===== config.mk =====
export PLATFORM = sky130hd
export DESIGN_NAME = fseq_core
export DESIGN_NICKNAME = d
export VERILOG_FILES = /design/src/rtl/fseq_pkg.sv /design/src/rtl/fseq_squash_filter.sv /design/src/rtl/fseq_thread.sv /design/src/rtl/fseq_core.sv
export SDC_FILE = /design/constraint.sdc
export NUM_CORES = 2
export LEC_CHECK = 0
export ABC_AREA = 1
export BUFFER_PORTS_ARGS = -buffer_cell sky130_fd_sc_hd__buf_2
export CAP_MARGIN = 5
export CORE_UTILIZATION = 40
export DETAILED_ROUTE_END_ITERATION = 8
export PLACE_DENSITY = 0.64
export SYNTH_ARGS = -nofsm -noshare
export SYNTH_HDL_FRONTEND = slang
export SYNTH_SLANG_ARGS = --single-unit

===== constraint.sdc =====
create_clock -name clk -period 5.87 [get_ports clk]
set_clock_uncertainty 0.15 [all_clocks]
set_input_delay 0.587 -clock clk [delete_from_list [all_inputs] [get_ports clk]]
set_output_delay 0.587 -clock clk [all_outputs]
set_load 0.05 [all_outputs]

===== src/rtl/fseq_pkg.sv =====
package fseq_pkg;

    typedef enum logic [1:0] {
        TH_IDLE,
        TH_RUN,
        TH_BLOCKED
    } th_state_e;

    typedef enum logic [1:0] {
        DS_NONE,
        DS_PEND,
        DS_ARMED
    } ds_state_e;

    typedef enum logic [2:0] {
        CT_NONE,
        CT_RET_BLOCK,
        CT_COND_SKIP,
        CT_NT_PLAIN,
        CT_TAKEN
    } ctl_class_e;

    // taken wins over every other flag; return beats conditional slot
    function automatic ctl_class_e classify(input logic is_ctl, input logic is_ret,
                                            input logic cond_ds, input logic taken);
        if (!is_ctl)      return CT_NONE;
        else if (taken)   return CT_TAKEN;
        else if (is_ret)  return CT_RET_BLOCK;
        else if (cond_ds) return CT_COND_SKIP;
        else              return CT_NT_PLAIN;
    endfunction

endpackage


===== src/rtl/fseq_squash_filter.sv =====
module fseq_squash_filter #(
    parameter int NT  = 2,
    parameter int NSQ = 2,
    parameter int TW  = 1,
    parameter int QW  = 16,
    parameter int AW  = 32
) (
    input  logic [NSQ-1:0]    sqi_valid,
    input  logic [NSQ*TW-1:0] sqi_tid,
    input  logic [NSQ*QW-1:0] sqi_seq,
    input  logic [NSQ*AW-1:0] sqi_tgt,
    output logic [NT-1:0]     acc_valid,
    output logic [NT*AW-1:0]  acc_tgt
);

    for (genvar t = 0; t < NT; t++) begin : g_thr
        logic          seen;
        logic [QW-1:0] best;
        logic [AW-1:0] tgt;

        always_comb begin
            seen = 1'b0;
            best = '0;
            tgt  = '0;
            for (int p = 0; p < NSQ; p++) begin
                if (sqi_valid[p] && (sqi_tid[p*TW +: TW] == TW'(t))) begin
                    // a later port only wins when strictly older
                    if (!seen || (sqi_seq[p*QW +: QW] < best)) begin
                        seen = 1'b1;
                        best = sqi_seq[p*QW +: QW];
                        tgt  = sqi_tgt[p*AW +: AW];
                    end
                end
            end
        end

        assign acc_valid[t]          = seen;
        assign acc_tgt[t*AW +: AW]   = tgt;
    end

endmodule


===== src/rtl/fseq_thread.sv =====
module fseq_thread
    import fseq_pkg::*;
#(
    parameter int AW  = 32,
    parameter int QW  = 16,
    parameter int SW  = 3,
    parameter int ISZ = 4
) (
    input  logic          clk,
    input  logic          rst_n,
    input  logic          go,
    input  ctl_class_e    cls,
    input  logic [SW-1:0] stage,
    input  logic [AW-1:0] ptgt_in,
    input  logic          act,
    input  logic [AW-1:0] act_pc,
    input  logic          deact,
    input  logic          sq_acc,
    input  logic [AW-1:0] sq_tgt,
    output logic          run,
    output logic [AW-1:0] eff_pc,
    output logic [QW-1:0] seq_no,
    output logic          unblk,
    output logic [SW-1:0] unblk_stage
);

    localparam logic [AW-1:0] STEP1 = AW'(ISZ);
    localparam logic [AW-1:0] STEP2 = AW'(2 * ISZ);
    localparam logic [AW-1:0] STEP3 = AW'(3 * ISZ);

    th_state_e     st_q, st_d;
    ds_state_e     ds_q, ds_d;
    logic [AW-1:0] pc_q, pc_d, npc_q, npc_d, nnpc_q, nnpc_d, dtgt_q, dtgt_d;
    logic [QW-1:0] seq_q, seq_d;
    logic [SW-1:0] bstage_q, bstage_d;
    logic          fire;

    assign fire = go && (st_q == TH_RUN);

    // next-state process
    always_comb begin
        st_d     = st_q;
        ds_d     = ds_q;
        pc_d     = pc_q;
        npc_d    = npc_q;
        nnpc_d   = nnpc_q;
        dtgt_d   = dtgt_q;
        seq_d    = seq_q;
        bstage_d = bstage_q;
        unique case (st_q)
            TH_IDLE, TH_BLOCKED: ;
            TH_RUN: begin
                if (go) begin
                    seq_d = seq_q + 1'b1;
                    if (ds_q == DS_ARMED) begin
                        pc_d   = dtgt_q + STEP1;
                        npc_d  = dtgt_q + STEP2;
                        nnpc_d = dtgt_q + STEP3;
                        ds_d   = DS_NONE;
                    end else begin
                        pc_d   = npc_q;
                        npc_d  = nnpc_q;
                        nnpc_d = nnpc_q + STEP1;
                        if (ds_q == DS_PEND) ds_d = DS_ARMED;
                    end
                    unique case (cls)
                        CT_TAKEN: begin
                            ds_d   = DS_PEND;
                            dtgt_d = ptgt_in;
                        end
                        CT_NT_PLAIN: begin
                            ds_d   = DS_PEND;
                            dtgt_d = eff_pc + STEP2;
                        end
                        CT_RET_BLOCK: begin
                            st_d     = TH_BLOCKED;
                            bstage_d = stage;
                        end
                        CT_NONE, CT_COND_SKIP: ;
                        default: ;
                    endcase
                end
            end
            default: ;
        endcase
        if (sq_acc) begin
            pc_d   = sq_tgt;
            npc_d  = sq_tgt + STEP1;
            nnpc_d = sq_tgt + STEP2;
            ds_d   = DS_NONE;
            if (st_q != TH_IDLE) st_d = TH_RUN;
        end
        if (act) begin
            pc_d     = act_pc;
            npc_d    = act_pc + STEP1;
            nnpc_d   = act_pc + STEP2;
            ds_d     = DS_NONE;
            st_d     = TH_RUN;
            bstage_d = '0;
        end
        if (deact) begin
            st_d     = TH_IDLE;
            ds_d     = DS_NONE;
            bstage_d = '0;
        end
    end

    // state register process
    always_ff @(posedge clk) begin
        if (!rst_n) begin
            st_q     <= TH_IDLE;
            ds_q     <= DS_NONE;
            pc_q     <= '0;
            npc_q    <= STEP1;
            nnpc_q   <= STEP2;
            dtgt_q   <= '0;
            seq_q    <= '0;
            bstage_q <= '0;
        end else begin
            st_q     <= st_d;
            ds_q     <= ds_d;
            pc_q     <= pc_d;
            npc_q    <= npc_d;
            nnpc_q   <= nnpc_d;
            dtgt_q   <= dtgt_d;
            seq_q    <= seq_d;
            bstage_q <= bstage_d;
        end
    end

    // output process
    always_comb begin
        run         = (st_q == TH_RUN);
        eff_pc      = (ds_q == DS_ARMED) ? dtgt_q : pc_q;
        seq_no      = seq_q;
        unblk       = 1'b0;
        unblk_stage = '0;
        if (sq_acc && !act && !deact) begin
            unique case (st_q)
                TH_BLOCKED: begin
                    unblk       = 1'b1;
                    unblk_stage = bstage_q;
                end
                TH_RUN: begin
                    unblk       = fire && (cls == CT_RET_BLOCK);
                    unblk_stage = unblk ? stage : '0;
                end
                TH_IDLE: ;
                default: ;
            endcase
        end
    end

endmodule


===== src/rtl/fseq_core.sv =====
module fseq_core
    import fseq_pkg::*;
#(
    parameter int AW  = 32,
    parameter int QW  = 16,
    parameter int SW  = 3,
    parameter int NT  = 2,
    parameter int NSQ = 2,
    parameter int ISZ = 4,
    parameter int TW  = (NT > 1) ? $clog2(NT) : 1
) (
    input  logic              clk,
    input  logic              rst_n,
    input  logic              seq_valid,
    input  logic [TW-1:0]     seq_tid,
    input  logic [SW-1:0]     seq_stage,
    input  logic              seq_is_ctl,
    input  logic              seq_is_ret,
    input  logic              seq_cond_ds,
    input  logic              seq_pred_taken,
    input  logic [AW-1:0]     seq_pred_tgt,
    output logic              rsp_done,
    output logic [AW-1:0]     rsp_addr,
    output logic [AW-1:0]     rsp_npc,
    output logic [AW-1:0]     rsp_nnpc,
    output logic [AW-1:0]     rsp_ptgt,
    output logic [QW-1:0]     rsp_seq,
    output logic              sq_out_valid,
    output logic [QW-1:0]     sq_out_seq,
    output logic [AW-1:0]     sq_out_tgt,
    output logic              blk_valid,
    output logic [SW-1:0]     blk_stage,
    input  logic [NSQ-1:0]    sqi_valid,
    input  logic [NSQ*TW-1:0] sqi_tid,
    input  logic [NSQ*QW-1:0] sqi_seq,
    input  logic [NSQ*AW-1:0] sqi_tgt,
    output logic [NT-1:0]     unblk_valid,
    output logic [NT*SW-1:0]  unblk_stage,
    input  logic              act_valid,
    input  logic [TW-1:0]     act_tid,
    input  logic [AW-1:0]     act_pc,
    input  logic              deact_valid,
    input  logic [TW-1:0]     deact_tid
);

    localparam logic [AW-1:0] STEP1 = AW'(ISZ);
    localparam logic [AW-1:0] STEP2 = AW'(2 * ISZ);

    ctl_class_e    cls;
    logic [NT-1:0] acc_valid;
    logic [NT*AW-1:0] acc_tgt;
    logic [NT-1:0] run;
    logic [AW-1:0] eff   [NT];
    logic [QW-1:0] seqn  [NT];

    assign cls = classify(seq_is_ctl, seq_is_ret, seq_cond_ds, seq_pred_taken);

    fseq_squash_filter #(.NT(NT), .NSQ(NSQ), .TW(TW), .QW(QW), .AW(AW)) u_filt (
        .sqi_valid (sqi_valid),
        .sqi_tid   (sqi_tid),
        .sqi_seq   (sqi_seq),
        .sqi_tgt   (sqi_tgt),
        .acc_valid (acc_valid),
        .acc_tgt   (acc_tgt)
    );

    for (genvar t = 0; t < NT; t++) begin : g_thr
        fseq_thread #(.AW(AW), .QW(QW), .SW(SW), .ISZ(ISZ)) u_thr (
            .clk         (clk),
            .rst_n       (rst_n),
            .go          (seq_valid && (seq_tid == TW'(t))),
            .cls         (cls),
            .stage       (seq_stage),
            .ptgt_in     (seq_pred_tgt),
            .act         (act_valid && (act_tid == TW'(t))),
            .act_pc      (act_pc),
            .deact       (deact_valid && (deact_tid == TW'(t))),
            .sq_acc      (acc_valid[t]),
            .sq_tgt      (acc_tgt[t*AW +: AW]),
            .run         (run[t]),
            .eff_pc      (eff[t]),
            .seq_no      (seqn[t]),
            .unblk       (unblk_valid[t]),
            .unblk_stage (unblk_stage[t*SW +: SW])
        );
    end

    always_comb begin
        rsp_done     = seq_valid && run[seq_tid];
        rsp_addr     = eff[seq_tid];
        rsp_npc      = eff[seq_tid] + STEP1;
        rsp_nnpc     = eff[seq_tid] + STEP2;
        rsp_ptgt     = eff[seq_tid] + STEP2;
        rsp_seq      = seqn[seq_tid];
        sq_out_valid = 1'b0;
        sq_out_seq   = '0;
        sq_out_tgt   = '0;
        blk_valid    = 1'b0;
        blk_stage    = '0;
        if (rsp_done) begin
            unique case (cls)
                CT_TAKEN: begin
                    sq_out_valid = 1'b1;
                    sq_out_seq   = rsp_seq + 1'b1;
                    sq_out_tgt   = seq_pred_tgt;
                end
                CT_COND_SKIP: begin
                    sq_out_valid = 1'b1;
                    sq_out_seq   = rsp_seq;
                    sq_out_tgt   = rsp_nnpc;
                end
                CT_RET_BLOCK: begin
                    blk_valid = 1'b1;
                    blk_stage = seq_stage;
                end
                CT_NONE, CT_NT_PLAIN: ;
                default: ;
            endcase
        end
    end

endmodule


==> results.py <==
metrics = {
    "grt": {
        "grt_use_met2_pct": 63.0,
        "grt_max_degree": 94,
        "grt.total_usage_pct": 43.7,
        "grt_pass1_wl_mm": 253,
        "overflow": 0,
        "gr-usage-met1_pct": 57.0,
        "grt_util_met3_pct": 11.1,
        "grt_most_used_layer": "met2",
        "grt_pass1_vias": 36500,
        "antenna_found_initial": 9,
    },
    "pwr": {
        "p_per_area_nw_per_um2": 225,
        "power.leakage_uw": 0.0143,
        "ir_drop_uv": 206,
    },
    "logic_synthesis": {
        "synthesis.area_um2": 31300,
        "async_reset_ff_share_pct": 0,
        "syn_nets": 5634,
        "synth_top_area_cell": "dfxtp_1",
        "seq_area_frac_synth_pct": 19.3,
        "syn_avg_cell_area_um2": 5.81,
        "ys_dominant_reg_cell": "dfxtp_1",
        "syn_inst": 5394,
        "synth_edf_count": 0,
        "yosys.cell_types.count": 69,
        "ys_top_cells_by_area": "dfxtp_1, nand2_1, o21ai_0",
        "synth_top_area_share_pct": 19.3,
        "ys_ff_latch": 302,
        "yosys_warnings": 0,
    },
    "timing": {
        "hold_viol_final": 0,
        "relSlewSlack_pct": 18.3,
        "fin_ws_ns": 0.478,
        "fmax_mhz": 185,
        "fin_crit_ns": 5.39,
        "grt_setup_unrepaired": "no",
        "setup_violations": 0,
        "slew_violations": 0,
        "fin_tns_setup_ns": 0,
        "period_share_pct": 91.9,
        "tightest_slew_ns": 1.22,
    },
    "clock_tree": {
        "h-tree-depth": 2,
        "holdBufCountCts": 0,
        "clockRootBuffer": "clkbuf_16",
        "post_cts.repair.setup_buffers": 0,
        "cts.path.max_buffers": 3,
        "cts.sinks": 302,
        "cts_resized": 0,
        "cts_buffers": 40,
        "insertion_delay_ns": 0.59,
        "clkTransAtPathRegs_ns": 0.06,
        "tritoncts": "built",
    },
    "die": {
        "fp-row-count": 102,
        "die_h_um": 282,
        "start_util_pct": 40.5,
        "die_area_um2": 79500,
        "core_area_um2": 77500,
        "io_pins": 385,
        "die_width_um": 282,
    },
    "hold_path": {
        "min_path_cells": 3,
        "hp-start": "seq_stage[0]",
        "hold_class": "in2reg",
        "whs_endpoint": "g_thr[0].u_thr.bstage_q[0]",
    },
    "routing": {
        "totalWireLength_mm": 180,
        "drc": 0,
        "ant_nets": 0,
        "via_per_inst": 6.16,
        "initialDrtViolationCount": 6069,
        "vias": 41000,
        "first_pass_iters": 7,
        "routedWlPerCell_um": 27.1,
    },
    "place": {
        "hpwl_mm": 143,
        "port_buffers": 384,
        "gp_congestion": 1.09,
        "dpl_worst_slack_ns": 0.701,
    },
    "setup_path": {
        "r2r_cells": 15,
        "r2r_slack_ns": 1.92,
        "reg2reg_from": "g_thr[0].u_thr.dtgt_q[2]",
        "crit_top_cell": "nor2_1",
        "crit_path_end_kind": "output pin",
        "worstPathMaxFanout": 76,
        "worstReg2RegEnd": "g_thr[0].u_thr.nnpc_q[26]",
        "cpPeakStageDelay_ns": 0.79,
        "cp_slowest_cell": "a21oi_1",
        "path_delay_family": "buffers and inverters",
        "critical_path_required_ns": 5.13,
        "crit_type": "reg2out",
        "critPathArrivalTime_ns": 4.65,
        "crit_buf_inv": 6,
        "path_cells": "nor2_4, inv_4, buf_12, nor2_1, a21oi_1, o21ai_2, inv_2, nor2_1, inv_1, nor2_1, nand2_1, clkinv_1, nand3_1, xor2_1, nand2_1, a21oi_1, buf_2",
        "crit_path_start_kind": "flip-flop",
    },
    "run_status": {
        "status": "complete, no violations",
    },
    "finish": {
        "area_growth_pct": 12.3,
        "fin_util_pct": 45.4,
        "drive_above_1_share_pct": 13.9,
        "layout.nets": 5823,
    },
    "flow_run": {
        "maxCapViolations": 0,
    },
}
sequential cells by signal, summed over array words and instances, names as in the netlist:
| register | count |
|---|---|
| g_thr.u_thr.st_q | 4 |
| g_thr.u_thr.nnpc_q | 64 |
| g_thr.u_thr.seq_no | 32 |
| g_thr.u_thr.npc_q | 64 |
| g_thr.u_thr.ds_q | 4 |
| g_thr.u_thr.bstage_q | 6 |
| g_thr.u_thr.pc_q | 64 |
| g_thr.u_thr.dtgt_q | 64 |
tightest hold or removal path, stage by stage:
cell and delay (ns):
buf_2 0.11, nand2_1 0.10, a21oi_1 0.07
placed cells by master, fill, tap and decap left out, drive strengths merged, types with 19 or more instances in the layout:
cell / instances
nand2: 1169
nand4: 94
a221oi: 36
o21ai: 606
nor2: 646
o22ai: 19
dfxtp: 302
ha: 61
buf: 446
xor2: 149
clkbuf: 59
a22oi: 46
a31oi: 112
nor3: 118
inv: 664
nor4: 21
xnor2: 22
o211ai: 48
nand3: 424
a21oi: 430
synthesized netlist by cell type, types with 36 or more instances:
library cell / n
a21oi_1: 415
a221oi_1: 36
a22oi_1: 46
a31oi_1: 112
buf_4: 46
clkbuf_1: 204
dfxtp_1: 302
ha_1: 61
inv_1: 603
inv_2: 57
nand2_1: 1140
nand3_1: 419
nand4_1: 93
nor2_1: 565
nor2_2: 51
nor3_1: 107
o211ai_1: 48
o21ai_0: 544
xor2_1: 149
layer usage:
| metal | share of wire (%) | wire length, um | vias to the layer above |
|---|---|---|---|
| li1 | - | - | 18400 |
| met1 | 39 | 70000 | 19200 |
| met2 | 41 | 73800 | 2760 |
| met3 | 12 | 22300 | 577 |
| met4 | 7.8 | 14000 | 2 |
| met5 | 0.0067 | 12 | - |
cell type report:
type / count / area, um^2
fill: 8653 / 42300
multi-input combinational: 4118 / 21400
sequential: 302 / 6050
inverter: 675 / 2550
timing repair buffer: 446 / 2460
tap: 1040 / 1300
clock buffer: 59 / 1220
clock inverter: 14 / 236
antenna: 5 / 12.5
worst max-delay path by stage:
stage	slack (ns)	end	from	cells after the start
final	0.48	sq_out_tgt[21]	g_thr[0].u_thr.ds_q[0]	17
after detailed placement	0.70	g_thr[0].u_thr.npc_q[13]	sqi_tid[0]	24
after global placement	0.84	g_thr[0].u_thr.npc_q[13]	sqi_tid[0]	24
after floorplan	0.48	sq_out_tgt[17]	g_thr[1].u_thr.ds_q[1]	19
after CTS	0.72	sq_out_tgt[14]	g_thr[0].u_thr.ds_q[0]	17
after global routing	0.26	sq_out_tgt[14]	g_thr[0].u_thr.ds_q[1]	18
per-stage QoR:
stage | instances | cell area, um^2 | hold WS, ns | total power (uW)
global route | 6654 | 35200 | 0.202 | 8090
detailed placement | 6581 | 33700 | 0.306 | 5000
finish | 6659 | 35200 | 0.175 | 7910
global placement | 6581 | 33700 | 0.300 | 5010
floorplan | 5394 | 31300 | 0.265 | 4010
CTS | 6654 | 35200 | 0.156 | 7780
kinds of logic after synthesis:
group,Yosys count,share of synthesized area (%)
simple gates,2505,35.3
compound gates,1381,25.4
buf+inv,974,12.7
flops,302,19.3
xor+xnor,171,4.88
fa+ha+maj,61,2.44
where the power goes:
group	total (uW)	switching (uW)	internal, uW
logic	2720	2080	639
registers	2390	177	2210
clock network	2810	1100	1710
total	7910	3350	4560
Note: power is estimated with default switching activity, not from simulation.
